**src/rtl/ucs_pkg.sv**
```systemverilog
package ucs_pkg;

    typedef enum logic [3:0] {
        S_IDLE, S_FETCH, S_CMD, S_GAP, S_POLL,
        S_RESET, S_VFETCH, S_VREAD, S_VCMP, S_DONE
    } seq_state_e;

    typedef enum logic [1:0] {P_IDLE, P_RD1, P_RD2, P_CMP} poll_state_e;

    localparam logic [7:0]  BYTE_UNLK1       = 8'hAA;
    localparam logic [7:0]  BYTE_UNLK2       = 8'h55;
    localparam logic [7:0]  BYTE_ERASE_SETUP = 8'h80;
    localparam logic [7:0]  BYTE_SECTOR      = 8'h30;
    localparam logic [7:0]  BYTE_PROG        = 8'hA0;
    localparam logic [7:0]  BYTE_RESET       = 8'hF0;
    localparam logic [7:0]  BYTE_BLANK       = 8'hFF;
    localparam logic [11:0] OFS_UNLK1        = 12'h555;
    localparam logic [11:0] OFS_UNLK2        = 12'h2AA;

endpackage

```
**src/rtl/ucs_cmd_table.sv**
```systemverilog
module ucs_cmd_table
    import ucs_pkg::*;
#(
    parameter int ADDR_W = 14
) (
    input  logic              prog_i,
    input  logic [2:0]        step_i,
    output logic [ADDR_W-1:0] ofs_o,
    output logic [7:0]        byte_o,
    output logic              data_step_o,
    output logic              last_o
);

    // Step list: erase uses steps 0..5, program uses 0..3 (3 = data byte).
    always_comb begin
        ofs_o       = '0;
        byte_o      = BYTE_UNLK1;
        data_step_o = 1'b0;
        last_o      = 1'b0;
        case (step_i)
            3'd0: begin ofs_o = ADDR_W'(OFS_UNLK1); byte_o = BYTE_UNLK1; end
            3'd1: begin ofs_o = ADDR_W'(OFS_UNLK2); byte_o = BYTE_UNLK2; end
            3'd2: begin
                ofs_o  = ADDR_W'(OFS_UNLK1);
                byte_o = prog_i ? BYTE_PROG : BYTE_ERASE_SETUP;
            end
            3'd3: begin
                if (prog_i) begin
                    data_step_o = 1'b1;
                    last_o      = 1'b1;
                end else begin
                    ofs_o  = ADDR_W'(OFS_UNLK1);
                    byte_o = BYTE_UNLK1;
                end
            end
            3'd4: begin ofs_o = ADDR_W'(OFS_UNLK2); byte_o = BYTE_UNLK2; end
            3'd5: begin ofs_o = '0; byte_o = BYTE_SECTOR; last_o = 1'b1; end
            default: ;
        endcase
    end

endmodule

```
**src/rtl/ucs_toggle_poll.sv**
```systemverilog
module ucs_toggle_poll
    import ucs_pkg::*;
#(
    parameter int POLL_LIMIT = 1000000
) (
    input  logic       clk,
    input  logic       rst_n,
    input  logic       start_i,
    input  logic [7:0] rdata_i,
    output logic       rd_o,
    output logic       fin_o,
    output logic       tout_o
);

    localparam int CNT_W = $clog2(POLL_LIMIT + 1);

    typedef struct packed {
        poll_state_e      st;
        logic [7:0]       first;
        logic [CNT_W-1:0] cnt;
    } poll_regs_t;

    poll_regs_t q, d;

    always_comb begin
        d      = q;
        rd_o   = 1'b0;
        fin_o  = 1'b0;
        tout_o = 1'b0;
        case (q.st)
            P_IDLE: begin
                if (start_i) begin
                    d.st  = P_RD1;
                    d.cnt = '0;
                end
            end
            P_RD1: begin
                rd_o = 1'b1;
                d.st = P_RD2;
            end
            P_RD2: begin
                rd_o    = 1'b1;
                d.first = rdata_i;
                d.st    = P_CMP;
            end
            P_CMP: begin
                if ((q.first ^ rdata_i) == 8'h00) begin
                    fin_o = 1'b1;
                    d.st  = P_IDLE;
                end else if (q.cnt == CNT_W'(POLL_LIMIT - 1)) begin
                    fin_o  = 1'b1;
                    tout_o = 1'b1;
                    d.st   = P_IDLE;
                end else begin
                    d.cnt = q.cnt + 1'b1;
                    d.st  = P_RD1;
                end
            end
            default: d.st = P_IDLE;
        endcase
    end

    always_ff @(posedge clk or negedge rst_n) begin
        if (!rst_n) q <= '{st: P_IDLE, first: 8'h00, cnt: '0};
        else        q <= d;
    end

    // the attempt counter never reaches the limit value itself
    a_r6_attempt_bound: assert property (@(posedge clk) disable iff (!rst_n)
        q.cnt < CNT_W'(POLL_LIMIT));

    // every poll verdict is preceded by two consecutive reads
    a_r5_two_reads: assert property (@(posedge clk) disable iff (!rst_n)
        fin_o |-> ($past(rd_o) && $past(rd_o, 2)));

endmodule

```
**src/rtl/unlock_flash_seq.sv**
```systemverilog
module unlock_flash_seq
    import ucs_pkg::*;
#(
    parameter int ADDR_W     = 14,
    parameter int BANK_BYTES = 8192,
    parameter int GAP_CYCLES = 50,
    parameter int POLL_LIMIT = 1000000
) (
    input  logic                          clk,
    input  logic                          rst_n,
    input  logic                          start_i,
    input  logic                          op_prog_i,
    input  logic [ADDR_W-1:0]             bank_base_i,
    output logic                          src_req_o,
    output logic [$clog2(BANK_BYTES)-1:0] src_idx_o,
    input  logic                          src_ack_i,
    input  logic [7:0]                    src_data_i,
    output logic                          fl_we_o,
    output logic                          fl_re_o,
    output logic [ADDR_W-1:0]             fl_addr_o,
    output logic [7:0]                    fl_wdata_o,
    input  logic [7:0]                    fl_rdata_i,
    output logic                          busy_o,
    output logic                          done_o,
    output logic                          err_o
);

    localparam int IDX_W = $clog2(BANK_BYTES);
    localparam int GAP_W = $clog2(GAP_CYCLES + 1);
    localparam logic [IDX_W-1:0] LAST_IDX = IDX_W'(BANK_BYTES - 1);

    typedef struct packed {
        seq_state_e        st;
        logic              prog;
        logic [ADDR_W-1:0] base;
        logic [IDX_W-1:0]  idx;
        logic [2:0]        step;
        logic [7:0]        src_byte;
        logic [GAP_W-1:0]  gap;
        logic              closing;
        logic              err;
    } seq_regs_t;

    seq_regs_t q, d;

    logic [ADDR_W-1:0] cmd_ofs;
    logic [7:0]        cmd_byte;
    logic              cmd_data_step, cmd_last;
    logic              poll_start, poll_rd, poll_fin, poll_tout;
    logic [ADDR_W-1:0] idx_addr;
    logic [7:0]        exp_byte;

    ucs_cmd_table #(.ADDR_W(ADDR_W)) i_cmd (
        .prog_i(q.prog), .step_i(q.step), .ofs_o(cmd_ofs), .byte_o(cmd_byte),
        .data_step_o(cmd_data_step), .last_o(cmd_last)
    );

    ucs_toggle_poll #(.POLL_LIMIT(POLL_LIMIT)) i_poll (
        .clk(clk), .rst_n(rst_n), .start_i(poll_start), .rdata_i(fl_rdata_i),
        .rd_o(poll_rd), .fin_o(poll_fin), .tout_o(poll_tout)
    );

    assign idx_addr = {{(ADDR_W-IDX_W){1'b0}}, q.idx};
    assign exp_byte = q.prog ? q.src_byte : BYTE_BLANK;

    always_comb begin
        d          = q;
        fl_we_o    = 1'b0;
        fl_re_o    = poll_rd;
        fl_addr_o  = q.base;
        fl_wdata_o = 8'h00;
        src_req_o  = 1'b0;
        poll_start = 1'b0;
        case (q.st)
            S_IDLE: begin
                if (start_i) begin
                    d.prog    = op_prog_i;
                    d.base    = bank_base_i;
                    d.idx     = '0;
                    d.step    = '0;
                    d.err     = 1'b0;
                    d.closing = 1'b0;
                    d.st      = op_prog_i ? S_FETCH : S_CMD;
                end
            end
            S_FETCH: begin
                src_req_o = 1'b1;
                if (src_ack_i) begin
                    d.src_byte = src_data_i;
                    d.step     = '0;
                    d.st       = S_CMD;
                end
            end
            S_CMD: begin
                fl_we_o    = 1'b1;
                fl_addr_o  = q.base + (cmd_data_step ? idx_addr : cmd_ofs);
                fl_wdata_o = cmd_data_step ? q.src_byte : cmd_byte;
                d.gap      = GAP_W'(GAP_CYCLES);
                d.st       = S_GAP;
            end
            S_GAP: begin
                d.gap = q.gap - 1'b1;
                if (q.gap == GAP_W'(1)) begin
                    if (q.closing) begin
                        d.idx = '0;
                        d.st  = q.prog ? S_VFETCH : S_VREAD;
                    end else if (cmd_last) begin
                        poll_start = 1'b1;
                        d.st       = S_POLL;
                    end else begin
                        d.step = q.step + 1'b1;
                        d.st   = S_CMD;
                    end
                end
            end
            S_POLL: begin
                if (poll_fin) begin
                    if (poll_tout) begin
                        d.err = 1'b1;
                        d.st  = S_RESET;
                    end else if (q.prog && (q.idx != LAST_IDX)) begin
                        d.idx = q.idx + 1'b1;
                        d.st  = S_FETCH;
                    end else begin
                        d.st = S_RESET;
                    end
                end
            end
            S_RESET: begin
                fl_we_o    = 1'b1;
                fl_wdata_o = BYTE_RESET;
                d.closing  = 1'b1;
                d.gap      = GAP_W'(GAP_CYCLES);
                d.st       = S_GAP;
            end
            S_VFETCH: begin
                src_req_o = 1'b1;
                if (src_ack_i) begin
                    d.src_byte = src_data_i;
                    d.st       = S_VREAD;
                end
            end
            S_VREAD: begin
                fl_re_o   = 1'b1;
                fl_addr_o = q.base + idx_addr;
                d.st      = S_VCMP;
            end
            S_VCMP: begin
                if (fl_rdata_i != exp_byte) begin
                    d.err = 1'b1;
                    d.st  = S_DONE;
                end else if (q.idx == LAST_IDX) begin
                    d.st = S_DONE;
                end else begin
                    d.idx = q.idx + 1'b1;
                    d.st  = q.prog ? S_VFETCH : S_VREAD;
                end
            end
            S_DONE:  d.st = S_IDLE;
            default: d.st = S_IDLE;
        endcase
    end

    always_ff @(posedge clk or negedge rst_n) begin
        if (!rst_n) begin
            q <= '{st: S_IDLE, prog: 1'b0, base: '0, idx: '0, step: '0,
                   src_byte: 8'h00, gap: '0, closing: 1'b0, err: 1'b0};
        end else begin
            q <= d;
        end
    end

    assign src_idx_o = q.idx;
    assign busy_o    = (q.st != S_IDLE);
    assign done_o    = (q.st == S_DONE);
    assign err_o     = q.err;

    // Assertion support: cycles since the last write, and reset-command seen
    logic [GAP_W-1:0] since_we_q;
    logic             f0_seen_q;

    always_ff @(posedge clk or negedge rst_n) begin
        if (!rst_n) begin
            since_we_q <= GAP_W'(GAP_CYCLES);
            f0_seen_q  <= 1'b0;
        end else begin
            if (fl_we_o)
                since_we_q <= '0;
            else if (since_we_q != GAP_W'(GAP_CYCLES))
                since_we_q <= since_we_q + 1'b1;
            if (!busy_o && start_i)
                f0_seen_q <= 1'b0;
            else if (fl_we_o && fl_wdata_o == BYTE_RESET && fl_addr_o == q.base)
                f0_seen_q <= 1'b1;
        end
    end

    a_r4_write_spacing: assert property (@(posedge clk) disable iff (!rst_n)
        fl_we_o |-> (since_we_q == GAP_W'(GAP_CYCLES)));

    a_r5_bus_exclusive: assert property (@(posedge clk) disable iff (!rst_n)
        !(fl_we_o && fl_re_o));

    a_r3_src_hold: assert property (@(posedge clk) disable iff (!rst_n)
        (src_req_o && !src_ack_i) |=> (src_req_o && $stable(src_idx_o)));

    a_r9_done_pulse: assert property (@(posedge clk) disable iff (!rst_n)
        done_o |=> !done_o);

    a_r7_reset_issued: assert property (@(posedge clk) disable iff (!rst_n)
        done_o |-> f0_seen_q);

endmodule

```
**config.mk**
```make
export PLATFORM = sky130hd
export DESIGN_NAME = unlock_flash_seq
export DESIGN_NICKNAME = d
export VERILOG_FILES = /design/src/rtl/ucs_pkg.sv /design/src/rtl/ucs_cmd_table.sv /design/src/rtl/ucs_toggle_poll.sv /design/src/rtl/unlock_flash_seq.sv
export SDC_FILE = /design/constraint.sdc
export NUM_CORES = 1
export LEC_CHECK = 0
export ABC_CLOCK_PERIOD_IN_PS = 4890
export BUFFER_PORTS_ARGS = -buffer_cell sky130_fd_sc_hd__buf_2
export CAP_MARGIN = 25
export CORE_MARGIN = 1.5
export CORE_UTILIZATION = 45
export DETAILED_ROUTE_END_ITERATION = 8
export PLACE_DENSITY = 0.75
export SLEW_MARGIN = 20
export SYNTH_ARGS = -nofsm -noshare
export SYNTH_HDL_FRONTEND = slang
export SYNTH_SLANG_ARGS = --single-unit
```
**constraint.sdc**
```tcl
create_clock -name clk -period 4.89 [get_ports clk]
set_input_delay 0.978 -clock clk [delete_from_list [all_inputs] [get_ports clk]]
set_output_delay 0.978 -clock clk [all_outputs]
set_load 0.02 [all_outputs]
```
# Word-level counts from Yosys, hierarchy flattened
# Cells that the tools add are included.
# Widths: inputs -> output; s select.
# classes
n_addsub	6
n_eq_ne	39
mux	68
bitwise_logic	1
n_reduce_logical	26
# ops
operator	n
$mux 13	6
$mux 20	3
$pmux 13 s4	1
$pmux 14 s3	1
$pmux 20 s2	1
$mux 35	1
$mux 4	8
$pmux 4 s8	1
$pmux 8 s2	2
$ne 2x2->1 const B	14
$pmux 14 s2	1
$mux 8	3
$pmux 8 s3	1
$mux 11	2
$add 20x1->20 const B	1
$eq 20x20->1 const B	1
$mux 1	20
$eq 4x3->1 const B	4
$mux 16	1
$add 14x13->14	1
$add 14x14->14	1
$mux 14	1
$add 13x1->13 const B	1
$eq 13x13->1 const B	1
other kinds (38)	63
# totals
regBits	81
word_cells	152

# Logic depth before layout (Yosys ltp)
# Gate-level depths: netlist of run 1.
# logic_depth
depth_word	8
ltp_mapped	18
ltp_nobuf	16

# Cells and area by module
# From an unflattened synthesis of run 1, not the netlist that was laid out.
# unflattened
hier_cells	656
hier_area_um2	6034.5
# by_module_without_submodules
module	instances	cells_each	area_per_inst_um2	seq_area_each_um2
unlock_flash_seq	1	447	4035.1	1276.2
ucs_toggle_poll	1	176	1771.7	750.7
ucs_cmd_table	1	33	227.7	0.0

# Least setup slack after synthesis of run 1
# No wires, ideal clock.
# synth_path
path_kind	reg-to-output
startpoint	register q[18] in the netlist's numbering
endpoint	output port fl_addr_o[12]
t_arrival_ns	3.670
slack_ns	0.242
stages_incl_launch_ff	19
cell_sequence	dfrtp_1 buf_2 inv_1 ha_1 clkbuf_2 nand2_1 and2_0 clkbuf_1 o21a_1 ha_1 inv_1 fa_1 nor2b_1 o21ai_0 a21oi_1 o311a_1 o211a_1 o21a_1 o31ai_1
# synth_via
elab_chain_len	6
# synth_rtl
element	line	text
from (decl)	unlock_flash_seq.sv:44	seq_regs_t q, d;
from (signal assigned)	unlock_flash_seq.sv:166	q <= '{st: S_IDLE, prog: 1'b0, base: '0, idx: '0, step: '0,
$eq 3x1->1 (tied with other cells)	ucs_cmd_table.sv:20	case (step_i)
$reduce_or 2->1 (no source line)	n/a	
$pmux 14 s3	ucs_cmd_table.sv:20	
$mux 14 *	unlock_flash_seq.sv:96	fl_addr_o = q.base + (cmd_data_step ? idx_addr : cmd_ofs);
$add 14x14->14 *	unlock_flash_seq.sv:96	
$pmux 14 s2 *	unlock_flash_seq.sv:74	case (q.st)
to (decl)	unlock_flash_seq.sv:20	output logic [ADDR_W-1:0] fl_addr_o,
# Mark *: on every way between the ends. The rest lies on a longest branch, timed or not.

# Worst setup path in the final report of run 1
# layout_path
startpoint	register q[16] in the netlist's numbering
endpoint	output port fl_addr_o[12]
# Same word-level chain as after synthesis.

==> flow_summary.json, run 1 <==
{
  "outcome": "completed",
  "wirelength_um": 14000,
  "synthMuxAreaShare_pct": 6.47,
  "synth_edf_count": 0,
  "syn_inst": 636,
  "design.die.area_um2": 13400,
  "io_buffer_count": 75,
  "die_y_um": 116,
  "p_int_uw": 2600,
  "drt_iter0_drc": 353,
  "fin_nets": 760,
  "area_growth_pct": 16.3,
  "power.switching_uw": 2150,
  "synth.ff_latch_count": 81,
  "synth_top_cell_by_area": "dfrtp_1",
  "fin_crit_sh_pct": 97.7,
  "yosysMostFrequentCell": "dfrtp_1",
  "synthTopCellsByCount": "dfrtp_1, nand2_1, nor2_1",
  "finalSetupViolCount": 0,
  "hold_path.class": "flip-flop to flip-flop",
  "p_sw_share_pct": 45.3,
  "cts_max_path_buffers": 2,
  "grt_max_degree": 82,
  "period_minus_slack_ns": 4.78,
  "ys_types": 76,
  "grt_pass1_wl_um": 23300,
  "insertion_delay_ns": 0.35,
  "syn_nets": 700,
  "dr_total_vias": 4983,
  "p_leak_uw": 0.00294,
  "hpwl_um": 10100,
  "cts-root-buf": "clkbuf_16",
  "crit_arrival_ns": 3.80,
  "wire_per_inst_um": 16.1,
  "synth_top_family_by_area": "simple AND/OR/NAND/NOR gates",
  "ys_warn_count": 0,
  "max_freq_mhz": 209,
  "power_uw": 4750,
  "cts_made_buffers": 9,
  "max_stage_delay_ns": 0.40,
  "tns_ns": 0,
  "synth_area_um2": 5720,
  "yosysTopAreaCellShare_pct": 35.4,
  "synth_area_leaders": "dfrtp_1, mux2_2, ha_1, nand2_1, nor2_1",
  "synth_xor_area_share_pct": 5.82,
  "drc": 0,
  "power_density_nw_per_um2": 715,
  "cts_tree": "built",
  "stdcell_area_um2": 6650,
  "pre_cts_slack_ns": 0.0277,
  "path_cells": "ha_2 > ha_4 > a211o_1 > o21ai_1 > o211ai_1 > o21a_1 > ha_4 > inv_2 > fa_2 > nor2b_2 > o21ai_2 > a21oi_2 > o311a_1 > o211a_1 > o21a_1 > o31ai_2 > buf_4",
  "crit_fanout": 4,
  "initial_core_util_pct": 45.7,
  "dp_cells": 852,
  "ys_seq_area_share_pct": 35.4,
  "die_w_um": 116,
  "cts_sinks": 81,
  "ir_drop_mv": 0.346,
  "finClkSkew_ns": 0.00429,
  "synth_fa_ha_area_share_pct": 6.47,
  "fill_cells": 1160,
  "worst_slew_pin_slew_ns": 0.966,
  "first_global_vias": 4887,
  "comb_power_share_pct": 60.0,
  "rsz0062_at_grt": "yes",
  "ant_nets": 0,
  "core_area_um2": 12500,
  "synthArstFlopShare_pct": 100,
  "fin_cells": 873,
  "start_kind": "flip-flop",
  "syn_area_per_cell_um2": 8.99,
  "first_pass_iters": 5,
  "hold_buffers": 0,
  "slowest_stage": "dfrtp_1",
  "clkPwrFrac_pct": 17.2,
  "io_pins": 76,
  "yosys.area_share.simple_pct": 22.6,
  "cp_top_family": "compound AO/OA/AOI/OAI gates",
  "end_kind": "primary output",
  "p_seq_share_pct": 22.7,
  "layout-drive-gt1-share_pct": 25.4,
  "final-hold-violation-count": 0,
  "antenna_cells": 0,
  "gr-total-overflow": 0,
  "fin_ws_ns": 0.110,
  "htree_levels": 3,
  "criticalPathCategory": "flip-flop to primary output",
  "synth_compound_area_share_pct": 18.0,
  "maxCapViolCount": 0,
  "viasPerCell": 5.71,
  "r2r_slack_ns": 2.08,
  "num_rows": 41,
  "crit_required_ns": 3.91,
  "crit_buf_inv": 2,
  "synthFlopType": "dfrtp_1",
  "place_area_um2": 6160,
  "relSlewSlack_pct": 35.4,
  "antenna_found_initial": 0,
  "path_clk_slew_ns": 0.06,
  "gp_congestion": 0.923,
  "report.final.slew_viol_count": 0,
  "grtUsageTotal_pct": 22.1
}
==> final cells by class <==
type                            count  area [µm²]  area share [%]
Multi-Input combinational cell    496        3480            52.3
Sequential cell                    81        2030            30.5
Timing Repair Buffer               89         495            7.45
Clock buffer                       12         267            4.01
Tap cell                          172         215            3.24
Clock inverter                      4        97.6            1.47
Inverter                           19        71.3            1.07
==> placed cells by master (no fill, tap or decap), drive strengths merged, types with 16 or more instances in the layout <==
cell and instances:
o31ai 19, mux2 32, nand4 16, ha 28, nand3 24, buf 89
xor2 23, a21oi 29, inv 19, nor2 57, dfrtp 81, o21a 19
nand2 63, o21ai 48
==> stage by stage <==
stage                     utilization (%)  hold WS (ns)
after floorplan                         -         0.485
after global placement               49.1         0.512
after detailed placement             49.2         0.518
after CTS                            52.5         0.532
after global routing                 53.1         0.556
final                                53.1         0.528
==> path summary, 6_finish.rpt <==
kind / start / endpoint / cells past startpoint
max in group asynchronous: rst_n / q[33] / 1
hold reg to reg: i_poll.q[27] / i_poll.q[27] / 1
min in group asynchronous: rst_n / i_poll.q[18] / 1
setup reg to reg: q[48] / src_idx_o[5] / 8
hold / removal: i_poll.q[27] / i_poll.q[27] / 1
setup / recovery: q[16] / fl_addr_o[12] / 17
==> cell families after synthesis <==
logic type / Yosys count
XOR/XNOR: 38
buffers and inverters: 59
adder cells (fa/ha/maj): 29
AND/OR/NAND/NOR: 243
AO/OA/AOI/OAI: 153
multiplexers: 33
flip-flops: 81
==> routing by layer <==
layer | track usage [%] | vias up | wire [µm] | part of all wire (%)
met3 | 3.87 | 28 | 877 | 6.3
met2 | 35.7 | 171 | 6600 | 47
met4 | 9.67 | 0 | 342 | 2.4
li1 | - | 2384 | - | -
met1 | 29.2 | 2400 | 6200 | 44
met5 | 0 | - | 0 | 0
==> worst reg2reg max path: stages, from the launching register on <==
cell,delay [ns]
dfrtp_1,0.35
buf_4,0.20
or2_1,0.31
nor2_2,0.14
nor2_1,0.60
a21o_1,0.19
nand4_1,0.47
nor3b_1,0.37
a21o_1,0.12
==> flip-flops by register name, summed over array words and instances, names as in the netlist <==
name / flops
q: 37
err_o: 1
i_poll.q: 30
src_idx_o: 13
==> power groups by stage <==
stage / Clock [µW] / Combinational (µW) / Sequential [µW]
2_1_floorplan: 0 / 2040 / 1040
3_3_place_gp: 0 / 2560 / 1070
3_5_place_dp: 0 / 2660 / 1090
4_1_cts: 836 / 2720 / 1070
5_1_grt: 867 / 3140 / 1110
6_report: 820 / 2850 / 1080
==> timing repair <==
item | CTS | global route
gates cloned | 0 | 0
setup buffers | 4 | 1
pin swaps | 4 | 8
gates resized for setup | 9 | 20
setup endpoints to repair | 5 | 7
Note: power is estimated with default switching activity, not from simulation.
==> run 2, diff against run 1 <==
--- a/config.mk
+++ b/config.mk
@@ -12,6 +12,7 @@
 export CORE_UTILIZATION = 45
 export DETAILED_ROUTE_END_ITERATION = 8
 export PLACE_DENSITY = 0.75
+export RECOVER_POWER = 50
 export SLEW_MARGIN = 20
 export SYNTH_ARGS = -nofsm -noshare
 export SYNTH_HDL_FRONTEND = slang
==> run 2 against run 1 <==
The run now ends with capacitance limit, slew limit left. Wire length grew 0.28%. Fmax grew 0.15%. Flip-flop and latch count is the same. Clock skew grew 0.00074 ns. Combinational power is essentially flat. Non-clock buffer count is the same. First-iteration DRC count shrank 1.7%. Critical path type unchanged. Critical endpoint unchanged. Largest power group unchanged. Highest routed layer unchanged.
==> flow_summary.json, run 2 (synthesis results as in run 1) <==
{
  "hpwl_um": 10100,
  "start_kind": "flip-flop",
  "relSlewSlack_pct": -36.8,
  "grt_max_degree": 82,
  "gr-total-overflow": 0,
  "power_density_nw_per_um2": 716,
  "cts_sinks": 81,
  "die_y_um": 116,
  "cts-root-buf": "clkbuf_16",
  "fin_crit_sh_pct": 97.6,
  "period_minus_slack_ns": 4.77,
  "wirelength_um": 14100,
  "fin_nets": 760,
  "cp_num_cells": 17,
  "htree_levels": 3,
  "r2r_slack_ns": 1.77,
  "cp_top_family": "compound AO/OA/AOI/OAI gates",
  "fill_cells": 1162,
  "num_rows": 41,
  "first_pass_iters": 6,
  "p_leak_uw": 0.00291,
  "slowest_stage": "dfrtp_1",
  "crit_required_ns": 3.91,
  "path_clk_slew_ns": 0.06,
  "io_pins": 76,
  "fin_ws_ns": 0.118,
  "final-hold-violation-count": 0,
  "violations": "capacitance limit, slew limit",
  "p_seq_share_pct": 22.8,
  "p_int_uw": 2590,
  "criticalPathCategory": "flip-flop to primary output",
  "antenna_cells": 0,
  "finalSetupViolCount": 0,
  "grt_pass1_wl_um": 23300,
  "finClkSkew_ns": 0.00503,
  "ir_drop_mv": 0.345,
  "tns_ns": 0,
  "hold_path.class": "flip-flop to flip-flop",
  "r2r_end": "src_idx_o[5]",
  "path_cells": "ha_2 > ha_4 > a211o_1 > o21ai_1 > o211ai_1 > o21a_1 > ha_4 > inv_2 > fa_2 > nor2b_2 > o21ai_2 > a21oi_2 > o311a_1 > o211a_1 > o21a_1 > o31ai_2 > buf_4",
  "outcome": "finished with violations",
  "cts_max_path_buffers": 2,
  "core_area_um2": 12500,
  "largest_register": "q",
  "crit_fanout": 4,
  "power.switching_uw": 2150,
  "area_growth_pct": 15.7,
  "first_global_vias": 4887,
  "max_stage_delay_ns": 0.40,
  "layout_commonest_cell": "dfrtp_1",
  "hold_buffers": 0,
  "crit_buf_inv": 2,
  "grtUsageTotal_pct": 22.1,
  "viasPerCell": 5.73,
  "startpoint": "q[16]",
  "end_kind": "primary output",
  "report.final.slew_viol_count": 82,
  "drc": 0,
  "insertion_delay_ns": 0.35,
  "rsz0062_at_grt": "yes",
  "ant_nets": 0,
  "wire_per_inst_um": 16.1,
  "cts_tree": "built",
  "power_uw": 4740,
  "comb_power_share_pct": 59.9,
  "drt_iter0_drc": 347,
  "layout-drive-gt1-share_pct": 24.5,
  "critPathCapture": "fl_addr_o[12]",
  "io_buffer_count": 75,
  "p_sw_share_pct": 45.3,
  "crit_arrival_ns": 3.79,
  "largest_reg_flops": 37,
  "antenna_found_initial": 0,
  "pre_cts_slack_ns": 0.0277,
  "max_freq_mhz": 210,
  "worst_slew_pin_slew_ns": 2.05,
  "clkPwrFrac_pct": 17.3,
  "final_cell_mix": "dfrtp_1, buf_2, nand2_1",
  "r2r_start": "q[48]",
  "gp_congestion": 0.923,
  "ff2ff_path_depth": 8,
  "die_w_um": 116,
  "initial_core_util_pct": 45.7,
  "cts_made_buffers": 9,
  "design.die.area_um2": 13400,
  "maxCapViolCount": 1,
  "dr_total_vias": 5006
}
## run 2: what timing repair did
item,in CTS,in global routing
endpoints found under the setup margin,5,7
gates resized for setup,9,20
pin swaps,4,8
buffers inserted,4,1
## run 2: worst reg2reg max path: stages, from the launching register on
cell	delay [ns]
dfrtp_1	0.34
clkbuf_1	0.46
or2_1	0.36
nor2_2	0.14
nor2_1	0.60
a21o_1	0.18
nand4_1	0.48
nor3b_1	0.37
a21o_1	0.12
## run 2: worst min path at each step
stage	from	endpoint	slack [ns]	cells past startpoint
2_1_floorplan	i_poll.q[28]	i_poll.q[28]	0.48	1
3_3_place_gp	i_poll.q[23]	i_poll.q[23]	0.51	1
3_5_place_dp	i_poll.q[27]	i_poll.q[27]	0.52	1
4_1_cts	i_poll.q[27]	i_poll.q[27]	0.53	1
5_1_grt	i_poll.q[20]	i_poll.q[20]	0.56	1
6_report	i_poll.q[27]	i_poll.q[27]	0.53	1
## run 2: per-stage QoR
stage / cell area [µm²] / instances / hold WS, ns / utilization [%]
floorplan: 5720 / 636 / 0.485 / -
global placement: 6150 / 851 / 0.512 / 49.1
detailed placement: 6160 / 852 / 0.518 / 49.2
CTS: 6570 / 872 / 0.532 / 52.5
global route: 6620 / 873 / 0.556 / 52.9
finish: 6620 / 873 / 0.528 / 52.9
## run 2: cell type report
| cell class | instances | area (µm²) | area share (%) |
|---|---|---|---|
| Timing Repair Buffer | 89 | 480 | 7.26 |
| Clock inverter | 4 | 97.6 | 1.47 |
| Clock buffer | 12 | 267 | 4.02 |
| Inverter | 19 | 71.3 | 1.08 |
| Multi-Input combinational cell | 496 | 3460 | 52.3 |
| Sequential cell | 81 | 2030 | 30.6 |
| Tap cell | 172 | 215 | 3.25 |
## run 2: layer usage
metal  global-route usage [%]  vias up  wire length [µm]
met4                     9.67        0               314
met3                     3.87       26               776
met1                     29.2     2427              6300
li1                         -     2387                 -
met5                        0        -                 0
met2                     35.7      166              6670
## run 2: power groups by stage
| stage | clock network [µW] | logic (µW) | registers (µW) |
|---|---|---|---|
| floorplan | 0 | 2040 | 1040 |
| global placement | 0 | 2560 | 1070 |
| detailed placement | 0 | 2660 | 1090 |
| CTS | 836 | 2720 | 1070 |
| global route | 867 | 3130 | 1110 |
| finish | 820 | 2840 | 1080 |
==> run 3, diff against run 2 <==
--- a/config.mk
+++ b/config.mk
@@ -13,6 +13,7 @@
 export DETAILED_ROUTE_END_ITERATION = 8
 export PLACE_DENSITY = 0.75
 export RECOVER_POWER = 50
+export REMOVE_ABC_BUFFERS = 1
 export SLEW_MARGIN = 20
 export SYNTH_ARGS = -nofsm -noshare
 export SYNTH_HDL_FRONTEND = slang
==> run 3 against run 2 <==
The run still ends with capacitance limit, slew limit left. First-iteration DRC count grew 27%. Clock-buffer cell count grew 2. Non-clock buffer count shrank 1.
==> flow_summary.json, run 3 (synthesis results as in run 1) <==
{
  "min_from": "i_poll.q[22]",
  "drc": 0,
  "gr-total-overflow": 0,
  "outcome": "finished with violations",
  "cts_sinks": 81,
  "first_global_vias": 4842,
  "die_y_um": 116,
  "place_area_um2": 6150,
  "p_leak_uw": 0.00286,
  "crit_arrival_ns": 3.83,
  "slowest_stage": "dfrtp_1",
  "final_cell_mix": "dfrtp_1, buf_2, nand2_1",
  "grt_max_degree": 82,
  "report.final.slew_viol_count": 82,
  "finClkSkew_ns": 0.00709,
  "max_stage_delay_ns": 0.40,
  "dr_total_vias": 5034,
  "antenna_cells": 0,
  "end_kind": "primary output",
  "hold_buffers": 0,
  "r2r_start": "q[48]",
  "tns_ns": 0,
  "fin_nets": 759,
  "pre_cts_slack_ns": 0.146,
  "die_w_um": 116,
  "maxCapViolCount": 1,
  "grtUsageTotal_pct": 22.2,
  "drt_iter0_drc": 442,
  "largest_reg_flops": 37,
  "layout_commonest_cell": "dfrtp_1",
  "cts_made_buffers": 9,
  "worst_slew_pin_slew_ns": 2.08,
  "criticalPathCategory": "flip-flop to primary output",
  "io_buffer_count": 75,
  "core_area_um2": 12500,
  "fin_crit_sh_pct": 98.3,
  "gp_congestion": 0.922,
  "largest_register": "q",
  "path_clk_slew_ns": 0.06,
  "wire_per_inst_um": 16.3,
  "hold_path.class": "flip-flop to flip-flop",
  "cts_tree": "built",
  "hpwl_um": 10300,
  "final-hold-violation-count": 0,
  "finalSetupViolCount": 0,
  "dp_cells": 852,
  "num_rows": 41,
  "fin_util_pct": 51.9,
  "relSlewSlack_pct": -39.0,
  "startpoint": "q[16]",
  "grt_pass1_wl_um": 23300,
  "crit_required_ns": 3.91,
  "power_density_nw_per_um2": 695,
  "io_pins": 76,
  "design.die.area_um2": 13400,
  "crit_fanout": 4,
  "cts-root-buf": "clkbuf_16",
  "cts_max_path_buffers": 2,
  "wirelength_um": 14200,
  "violations": "capacitance limit, slew limit",
  "cp_top_family": "compound AO/OA/AOI/OAI gates",
  "period_minus_slack_ns": 4.81,
  "fin_cells": 870,
  "path_cells": "ha_2 > ha_4 > a211o_1 > o21ai_1 > o211ai_1 > o21a_1 > ha_4 > inv_4 > fa_2 > nor2b_2 > o21ai_2 > a21oi_2 > o311a_1 > o211a_1 > o21a_1 > o31ai_1 > buf_2",
  "crit_buf_inv": 2,
  "start_kind": "flip-flop",
  "first_pass_iters": 7,
  "ir_drop_mv": 0.370,
  "htree_levels": 3,
  "r2r_slack_ns": 1.73,
  "viasPerCell": 5.79,
  "area_growth_pct": 13.5,
  "stdcell_area_um2": 6490,
  "ant_nets": 0,
  "initial_core_util_pct": 45.7,
  "rsz0062_at_grt": "yes",
  "antenna_found_initial": 0,
  "insertion_delay_ns": 0.35,
  "fin_ws_ns": 0.0828,
  "max_freq_mhz": 208,
  "layout-drive-gt1-share_pct": 23.1
}
run 3: cell count changes in the layout (fill, tap and decap cells not counted), sizes merged:
cell	previous run	this run
bufinv	3	0
clkbuf	18	20
buf	83	82
clkinvlp	1	0
run 3: worst register-to-register path: stages, from the launching register on:
cell and delay, ns:
dfrtp_1 0.34, clkbuf_1 0.50, or2_1 0.36, nor2_2 0.14, nor2_1 0.62, a21o_1 0.19
nand4_1 0.49, nor3b_1 0.36, a21o_1 0.11
run 3: through the flow:
stage          hold WS (ns)  total power [µW]
5_1_grt               0.550              4840
3_5_place_dp          0.518              3750
4_1_cts               0.534              4430
2_1_floorplan         0.485              3010
3_3_place_gp          0.512              3650
6_report              0.530              4510
run 3: per-layer routing:
metal / share of wire [%] / global-route usage [%] / vias up
met5: 0 / 0 / -
met4: 2.4 / 10.3 / 0
met3: 6.1 / 3.71 / 24
met2: 47 / 35.2 / 200
met1: 44 / 29.7 / 2432
li1: - / - / 2378
run 3: area by class of cell:
type,count,area [µm²]
Clock buffer,14,264
Multi-Input combinational cell,496,3450
Sequential cell,81,2030
Inverter,19,73.8
Timing Repair Buffer,88,464
Fill cell,1195,6030
Tap cell,172,215
run 3: final timing paths:
kind                                 endpoint  cells past startpoint
worst max-delay path            fl_addr_o[12]                     17
worst min-delay path             i_poll.q[22]                      1
worst max register to register   src_idx_o[5]                      8
worst min register to register   i_poll.q[22]                      1
max in group asynchronous               q[45]                      1
min in group asynchronous        i_poll.q[16]                      1
run 3: timing repair:
| item | CTS | global route |
|---|---|---|
| setup buffers | 2 | 2 |
| pin swaps | 5 | 9 |
| resized for setup | 6 | 16 |
| endpoints found under the setup margin | 5 | 5 |
run 3: where the power goes:
group / switching, µW / internal [µW] / leakage, µW / total (µW)
clock network: 257 / 367 / 0.000129 / 623
logic: 1670 / 1140 / 0.00170 / 2800
registers: 204 / 878 / 0.00103 / 1080
total: 2130 / 2380 / 0.00286 / 4510
